[config.mk]
export PLATFORM = sky130hd
export DESIGN_NAME = mct_timer
export DESIGN_NICKNAME = d
export VERILOG_FILES = /design/src/rtl/mct_pkg.sv /design/src/rtl/mct_sync_edge.sv /design/src/rtl/mct_prescaler.sv /design/src/rtl/mct_channel.sv /design/src/rtl/mct_timer.sv
export SDC_FILE = /design/constraint.sdc
export NUM_CORES = 1
export LEC_CHECK = 0
export ABC_AREA = 1
export BUFFER_PORTS_ARGS = -buffer_cell sky130_fd_sc_hd__clkbuf_2
export CORE_MARGIN = 8
export CORE_UTILIZATION = 60
export DETAILED_ROUTE_END_ITERATION = 10
export HOLD_SLACK_MARGIN = 0.1
export PLACE_DENSITY = 0.88
export SETUP_SLACK_MARGIN = 0.1
export SYNTH_ARGS = -nofsm -noshare
export SYNTH_HDL_FRONTEND = slang
export SYNTH_SLANG_ARGS = --single-unit
export TNS_END_PERCENT = 1
[constraint.sdc]
create_clock -name clk_i -period 3.15 [get_ports clk_i]
set_input_delay 0 -clock clk_i [delete_from_list [all_inputs] [get_ports clk_i]]
set_output_delay 0 -clock clk_i [all_outputs]
set_load 0.005 [all_outputs]
[src/rtl/mct_pkg.sv]
package mct_pkg;

  typedef enum logic [1:0] {
    ACT_NONE = 2'd0,
    ACT_SET  = 2'd1,
    ACT_CLR  = 2'd2,
    ACT_TGL  = 2'd3
  } cmp_act_e;

  typedef struct packed {
    cmp_act_e act;
    logic     cap_fall;
    logic     is_cmp;
  } ch_cfg_t;

  localparam int unsigned CFG_W = $bits(ch_cfg_t);

endpackage

[src/rtl/mct_sync_edge.sv]
module mct_sync_edge (
  input  logic clk_i,
  input  logic rst_ni,
  input  logic d_i,
  input  logic fall_sel_i,
  output logic edge_o
);
  // [0] metastable stage, [1] synchronised, [2] previous
  logic [2:0] sr_q;

  always_ff @(posedge clk_i or negedge rst_ni) begin
    if (!rst_ni) sr_q <= '0;
    else         sr_q <= {sr_q[1:0], d_i};
  end

  assign edge_o = fall_sel_i ? (sr_q[2] & ~sr_q[1]) : (sr_q[1] & ~sr_q[2]);

endmodule

[src/rtl/mct_prescaler.sv]
module mct_prescaler #(
  parameter int unsigned PRE_W = 7
) (
  input  logic             clk_i,
  input  logic             rst_ni,
  input  logic             en_i,
  input  logic [PRE_W-1:0] presc_i,
  output logic             tick_o
);
  logic [PRE_W-1:0] div_q;

  assign tick_o = en_i && (div_q >= presc_i);

  always_ff @(posedge clk_i or negedge rst_ni) begin
    if (!rst_ni)     div_q <= '0;
    else if (!en_i)  div_q <= '0;
    else if (tick_o) div_q <= '0;
    else             div_q <= div_q + 1'b1;
  end

  AST_PRESC_GAP: assert property (@(posedge clk_i) disable iff (!rst_ni)
    (tick_o && presc_i != '0) |=> (!tick_o || presc_i == '0));

endmodule

[src/rtl/mct_channel.sv]
module mct_channel
  import mct_pkg::*;
#(
  parameter int unsigned CNT_W = 16
) (
  input  logic             clk_i,
  input  logic             rst_ni,
  input  logic             cfg_we_i,
  input  logic             val_we_i,
  input  logic [CNT_W-1:0] wdata_i,
  input  logic [CNT_W-1:0] cnt_i,
  input  logic             tick_i,
  input  logic             cap_i,
  input  logic             clr_flag_i,
  input  logic             clr_ovr_i,
  output ch_cfg_t          cfg_o,
  output logic [CNT_W-1:0] val_o,
  output logic             flag_o,
  output logic             ovr_o,
  output logic             cmp_o
);
  ch_cfg_t          cfg_q;
  logic [CNT_W-1:0] val_q;
  logic             flag_q, ovr_q, cmp_q;
  logic             cap_edge, cap_evt, cmp_evt;

  mct_sync_edge i_sync (
    .clk_i      (clk_i),
    .rst_ni     (rst_ni),
    .d_i        (cap_i),
    .fall_sel_i (cfg_q.cap_fall),
    .edge_o     (cap_edge)
  );

  assign cap_evt = !cfg_q.is_cmp && cap_edge;
  assign cmp_evt = cfg_q.is_cmp && tick_i && (cnt_i == val_q);

  always_ff @(posedge clk_i or negedge rst_ni) begin
    if (!rst_ni) begin
      cfg_q  <= '0;
      val_q  <= '0;
      flag_q <= 1'b0;
      ovr_q  <= 1'b0;
      cmp_q  <= 1'b0;
    end else begin
      if (cfg_we_i) cfg_q <= ch_cfg_t'(wdata_i[CFG_W-1:0]);

      if (cap_evt)       val_q <= cnt_i;
      else if (val_we_i) val_q <= wdata_i;

      if (cap_evt || cmp_evt) flag_q <= 1'b1;
      else if (clr_flag_i)    flag_q <= 1'b0;

      if (cap_evt && flag_q) ovr_q <= 1'b1;
      else if (clr_ovr_i)    ovr_q <= 1'b0;

      if (cmp_evt) begin
        case (cfg_q.act)
          ACT_SET: cmp_q <= 1'b1;
          ACT_CLR: cmp_q <= 1'b0;
          ACT_TGL: cmp_q <= ~cmp_q;
          default: cmp_q <= cmp_q;
        endcase
      end
    end
  end

  assign cfg_o  = cfg_q;
  assign val_o  = val_q;
  assign flag_o = flag_q;
  assign ovr_o  = ovr_q;
  assign cmp_o  = cmp_q;

  AST_CAP_LATCH: assert property (@(posedge clk_i) disable iff (!rst_ni)
    cap_evt |=> (val_q == $past(cnt_i)));
  AST_EVT_FLAG: assert property (@(posedge clk_i) disable iff (!rst_ni)
    (cap_evt || cmp_evt) |=> flag_q);
  AST_OVR_SET: assert property (@(posedge clk_i) disable iff (!rst_ni)
    (cap_evt && flag_q) |=> ovr_q);
  AST_CMP_TGL: assert property (@(posedge clk_i) disable iff (!rst_ni)
    (cmp_evt && cfg_q.act == ACT_TGL) |=> (cmp_q != $past(cmp_q)));
  AST_CMP_HOLD: assert property (@(posedge clk_i) disable iff (!rst_ni)
    !cmp_evt |=> $stable(cmp_q));

endmodule

[src/rtl/mct_timer.sv]
module mct_timer
  import mct_pkg::*;
#(
  parameter int unsigned CNT_W  = 16,
  parameter int unsigned PRE_W  = 7,
  parameter int unsigned NUM_CH = 2,
  parameter int unsigned ADDR_W = 4
) (
  input  logic              clk_i,
  input  logic              rst_ni,
  input  logic              bus_we_i,
  input  logic [ADDR_W-1:0] bus_addr_i,
  input  logic [CNT_W-1:0]  bus_wdata_i,
  output logic [CNT_W-1:0]  bus_rdata_o,
  input  logic [NUM_CH-1:0] cap_i,
  input  logic              pulse_i,
  output logic [NUM_CH-1:0] cmp_o,
  output logic              pwm_o,
  output logic              irq_o
);
  localparam int unsigned A_CTRL = 0;
  localparam int unsigned A_CNT  = 1;
  localparam int unsigned A_PER  = 2;
  localparam int unsigned A_DUTY = 3;
  localparam int unsigned A_CH0  = 4;
  localparam int unsigned A_STAT = A_CH0 + 2 * NUM_CH;
  localparam int unsigned A_IEN  = A_STAT + 1;
  localparam int unsigned B_RUN  = 0;
  localparam int unsigned B_PWM  = 1;
  localparam int unsigned B_PLS  = 2;
  localparam int unsigned B_PFL  = 3;
  localparam int unsigned B_PRE  = 4;
  localparam int unsigned CTRL_W = B_PRE + PRE_W;
  localparam int unsigned ST_W   = 1 + 2 * NUM_CH;

  logic [CTRL_W-1:0] ctrl_q;
  logic [CNT_W-1:0]  cnt_q, per_sh, duty_sh, per_act, duty_act;
  logic [NUM_CH:0]   ien_q;
  logic              ovf_q;
  logic [NUM_CH-1:0] ch_flag, ch_ovr, clr_flag, clr_ovr;
  logic [CNT_W-1:0]  ch_val [NUM_CH];
  ch_cfg_t           ch_cfg [NUM_CH];

  logic run, pwm_mode, pulse_mode, pre_tick, pulse_edge, tick;
  logic cnt_we, st_clr, reload, ovf_evt;

  function automatic logic hit(input logic [ADDR_W-1:0] a, input int unsigned r);
    return a == ADDR_W'(r);
  endfunction

  assign run        = ctrl_q[B_RUN];
  assign pwm_mode   = ctrl_q[B_PWM];
  assign pulse_mode = ctrl_q[B_PLS];
  assign cnt_we     = bus_we_i && hit(bus_addr_i, A_CNT);
  assign st_clr     = bus_we_i && hit(bus_addr_i, A_STAT);

  mct_prescaler #(.PRE_W(PRE_W)) i_presc (
    .clk_i   (clk_i),
    .rst_ni  (rst_ni),
    .en_i    (run && !pulse_mode),
    .presc_i (ctrl_q[B_PRE +: PRE_W]),
    .tick_o  (pre_tick)
  );

  mct_sync_edge i_pulse (
    .clk_i      (clk_i),
    .rst_ni     (rst_ni),
    .d_i        (pulse_i),
    .fall_sel_i (ctrl_q[B_PFL]),
    .edge_o     (pulse_edge)
  );

  assign tick    = run && (pulse_mode ? pulse_edge : pre_tick);
  assign reload  = tick && pwm_mode && !cnt_we && (cnt_q >= per_act);
  assign ovf_evt = tick && !pwm_mode && !cnt_we && (cnt_q == '1);

  always_ff @(posedge clk_i or negedge rst_ni) begin
    if (!rst_ni) begin
      ctrl_q   <= '0;
      cnt_q    <= '0;
      per_sh   <= '0;
      duty_sh  <= '0;
      per_act  <= '0;
      duty_act <= '0;
      ien_q    <= '0;
      ovf_q    <= 1'b0;
    end else begin
      if (bus_we_i && hit(bus_addr_i, A_CTRL)) ctrl_q  <= bus_wdata_i[CTRL_W-1:0];
      if (bus_we_i && hit(bus_addr_i, A_PER))  per_sh  <= bus_wdata_i;
      if (bus_we_i && hit(bus_addr_i, A_DUTY)) duty_sh <= bus_wdata_i;
      if (bus_we_i && hit(bus_addr_i, A_IEN))  ien_q   <= bus_wdata_i[NUM_CH:0];

      if (cnt_we)      cnt_q <= bus_wdata_i;
      else if (reload) cnt_q <= '0;
      else if (tick)   cnt_q <= cnt_q + 1'b1;

      // shadow values follow freely outside PWM, latch only at restart inside it
      if (!pwm_mode || reload) begin
        per_act  <= per_sh;
        duty_act <= duty_sh;
      end

      if (ovf_evt)                     ovf_q <= 1'b1;
      else if (st_clr && bus_wdata_i[0]) ovf_q <= 1'b0;
    end
  end

  for (genvar i = 0; i < NUM_CH; i++) begin : g_ch
    assign clr_flag[i] = st_clr && bus_wdata_i[1 + i];
    assign clr_ovr[i]  = st_clr && bus_wdata_i[1 + NUM_CH + i];

    mct_channel #(.CNT_W(CNT_W)) i_ch (
      .clk_i      (clk_i),
      .rst_ni     (rst_ni),
      .cfg_we_i   (bus_we_i && hit(bus_addr_i, A_CH0 + 2 * i)),
      .val_we_i   (bus_we_i && hit(bus_addr_i, A_CH0 + 2 * i + 1)),
      .wdata_i    (bus_wdata_i),
      .cnt_i      (cnt_q),
      .tick_i     (tick),
      .cap_i      (cap_i[i]),
      .clr_flag_i (clr_flag[i]),
      .clr_ovr_i  (clr_ovr[i]),
      .cfg_o      (ch_cfg[i]),
      .val_o      (ch_val[i]),
      .flag_o     (ch_flag[i]),
      .ovr_o      (ch_ovr[i]),
      .cmp_o      (cmp_o[i])
    );
  end

  always_comb begin
    bus_rdata_o = '0;
    if (hit(bus_addr_i, A_CTRL)) bus_rdata_o = CNT_W'(ctrl_q);
    if (hit(bus_addr_i, A_CNT))  bus_rdata_o = cnt_q;
    if (hit(bus_addr_i, A_PER))  bus_rdata_o = per_sh;
    if (hit(bus_addr_i, A_DUTY)) bus_rdata_o = duty_sh;
    if (hit(bus_addr_i, A_STAT)) bus_rdata_o = CNT_W'({ch_ovr, ch_flag, ovf_q});
    if (hit(bus_addr_i, A_IEN))  bus_rdata_o = CNT_W'(ien_q);
    for (int i = 0; i < NUM_CH; i++) begin
      if (hit(bus_addr_i, A_CH0 + 2 * i))     bus_rdata_o = CNT_W'(ch_cfg[i]);
      if (hit(bus_addr_i, A_CH0 + 2 * i + 1)) bus_rdata_o = ch_val[i];
    end
  end

  assign pwm_o = pwm_mode && (cnt_q < duty_act);
  assign irq_o = |({ch_flag, ovf_q} & ien_q);

  AST_OVF_SET: assert property (@(posedge clk_i) disable iff (!rst_ni)
    ovf_evt |=> (ovf_q && cnt_q == '0));
  AST_FROZEN: assert property (@(posedge clk_i) disable iff (!rst_ni)
    (!run && !cnt_we) |=> $stable(cnt_q));
  AST_PWM_BOUND: assert property (@(posedge clk_i) disable iff (!rst_ni)
    (pwm_mode && !cnt_we && cnt_q <= per_act) |=> (cnt_q <= $past(per_act)));
  AST_SHADOW_HOLD: assert property (@(posedge clk_i) disable iff (!rst_ni)
    (pwm_mode && !reload) |=> ($stable(per_act) && $stable(duty_act)));
  AST_IRQ_MASK: assert property (@(posedge clk_i) disable iff (!rst_ni)
    (ien_q == '0) |-> !irq_o);

endmodule

==> impl_metrics.toml <==
[grt]
grt_usage_pct = 28.7
antenna_found_initial = 0
grt_max_degree = 68
grt_pass1_vias = 8017
grt_first_pass_wirelength_um = 43900
grt-ovfl-total = 0

[yosys]
avgSynthCellArea_sq_um = 8.24
yosysTopAreaCell = "dfrtp_1"
yosysSeqAreaShare_pct = 43.9
ys.flop_type = "dfrtp_1"
synth_common_cells = "230 x nand2_1, 168 x inv_1, 157 x dfrtp_1, 90 x o21ai_0, 58 x nand3_1"
yosys_warnings = 0
synth_edf_count = 0
yosys_register_bits = 157
syn-cell-area_sq_um = 8940
yosysTopAreaCellShare_pct = 43.9
syn-num-nets = 1151
yosysMostFrequentCell = "nand2_1"
synth_area_leaders = "dfrtp_1 44%, nand2_1 9.7%, inv_1 7.0%"
synthCells = 1085
ys_types = 44
async_flop_share_pct = 100

[layout]
drive_above_1_share_pct = 12.1
final_nets = 1203
diodes = 0
instances_no_fill = 1334
area_growth_pct = 13.2

[placed_design]
dp_hpwl_um = 19000
port_buffers = 45
place_inst = 1281
gp_congestion = 1.01

[sta]
max_slew_margin_pct = 27.7
worst_slew_pin_slew_ns = 1.08
setup_viol = 0
rsz0062_at_grt = "false"
max_freq_mhz = 385
hold_viol_final = 0
fin_crit_ns = 2.60
slew_violations = 0
skew_ns = 0.00969
finalSetupTns_ns = 0
finalCritPeriodShare_pct = 82.5

[worst_setup_path]
crit_buf_inv = 0
path_cells = "ha_1 > nand4_1 > nor3_1 > nand3_1 > nand3_1 > nand2_4 > nand2_8 > nand2_1 > o21ai_2"
cp-end-kind = "register"
critical-path-top-delay-family = "simple AND/OR/NAND/NOR gates"
worstSetupStartpointType = "register"
critical_path_class = "reg2reg"
critPathSlowestCell = "dfrtp_1"
crit_required_ns = 3.51
critPathMaxFanout = 63
crit_top_cell = "nand3_1"
max_stage_delay_ns = 0.51
cp.arrival_ns = 2.96

[die]
die-area_sq_um = 19100
fp.dieH_um = 138
core_sq_um = 14500
ios = 46
fp-row-count = 44
die_x_um = 138
start_util_pct = 61.5

[routing]
antenna_left = 0
wl_per_cell_um = 20.8
drtIter0Drc = 1310
num_vias = 8409
drc = 0
wl_um = 27700
dr.pass1.iters = 9
viasPerCell = 6.30

[clock_tree]
post_cts_resized = 0
cts_buffer_depth = 2
cts_setup_buffers = 0
worstSkewPairLatency_ns = 0.44
cts_tree = "yes"
htree_levels = 4
cts-hold-fix-buffers = 21
path_clk_slew_ns = 0.06
cts_root_buf = "clkbuf_16"
cts_inserted_buffers = 17
cts.sinks = 157

[run_status]
status = "finished, final reports clean"

[power_and_ir_drop]
vdd_drop_max_uv = 533
p_per_area_nw_per_um2 = 864
power_leakage_nw = 4.98

[job]
max_cap_viol_count = 0

[worst_hold_path]
min_path_type = "in2async"
[placed cells by master (no fill, tap or decap), types with 21 or more instances in the layout]
cell           netlist  routed
o21ai_2             28      28
dfrtp_1            157     157
dlygate4sd3_1        0      21
clkbuf_2             1      44
xor2_1              27      27
nand4_1             21      21
nand3_1             58      58
nor2_1              50      50
o21ai_0             90      90
a21oi_1             41      41
o221ai_1            48      48
ha_1                40      40
inv_1              168     168
nand2_1            230     230
[layout make-up]
class,instances,area [sq um]
clock buffers,19,453
clock inverters,13,236
fillers,1111,4400
inverters,174,653
multi-input cells,709,4100
flip-flops and latches,157,3930
well taps,184,230
repair buffers,78,532
[registers in the layout, indices dropped and copies added (netlist names)]
register               count
g_ch.i_ch.cmp_o            2
per_act                   16
g_ch.i_ch.i_sync.sr_q      6
g_ch.i_ch.flag_o           2
per_sh                    16
cnt_q                     16
g_ch.i_ch.cfg_o            8
duty_act                  16
i_pulse.sr_q               3
g_ch.i_ch.ovr_o            2
g_ch.i_ch.val_o           32
ien_q                      3
duty_sh                   16
ovf_q                      1
i_presc.div_q              7
ctrl_q                    11
[metal layers]
metal	GRT usage, %	share of wire [%]	up-vias
met4	13.2	4.4	0
met5	0	0	-
met1	36.9	39	3905
met2	44.0	45	648
li1	-	-	3731
met3	8.22	12	125
[worst reg2reg max path: cells and delay by family (launching register included)]
kind	cells	cell delay [ns]
simple gates	7	1.50
flops	1	0.51
fa+ha+maj	1	0.40
compound gates	1	0.09
[kinds of logic (layout without fill, tap and decap cells)]
kind of cell             Yosys count  in the layout  share of synthesized area, %
AND/OR/NAND/NOR                  395            395                          19.5
XOR/XNOR                          30             30                          2.94
AO/OA/AOI/OAI                    244            244                          17.8
adder cells (fa/ha/maj)           40             40                          5.60
flip-flops                       157            157                          43.9
buffers and inverters            219            284                          10.3
[report_power, final]
group	leakage, nW	switching, W	internal [W]	total, W
logic	2.70	0.00205	0.00113	0.00317
clock network	0.327	0.000881	0.00153	0.00241
registers	1.95	0.000576	0.00259	0.00316
total	4.98	0.00350	0.00525	0.00875
[stage by stage]
step	instance area (sq um)	total power (W)	setup slack (ns)	hold slack [ns]	utilization (%)
after CTS	10100	0.00862	0.547	0.146	69.7
final	10100	0.00875	0.552	0.115	69.7
after detailed placement	9230	0.00616	0.667	0.0383	63.5
after global routing	10100	0.00920	0.433	0.188	69.7
after global placement	9230	0.00605	0.751	0.0328	63.5
after floorplan	8940	0.00523	1.30	-0.296	-
[final timing paths]
check	slack, ns	to	startpoint	cells after the start
worst max-delay path	0.55	per_act[3]	cnt_q[11]	9
worst min-delay path	0.12	g_ch[0].i_ch.cmp_o	rst_ni	2
worst max register to register	0.55	per_act[3]	cnt_q[11]	9
worst min register to register	0.36	i_pulse.sr_q[1]	i_pulse.sr_q[0]	0
max in group asynchronous	2.06	g_ch[1].i_ch.val_o[11]	rst_ni	3
min in group clk_i	0.21	ien_q[0]	bus_addr_i[2]	6
(Power assumes the default switching activity.)
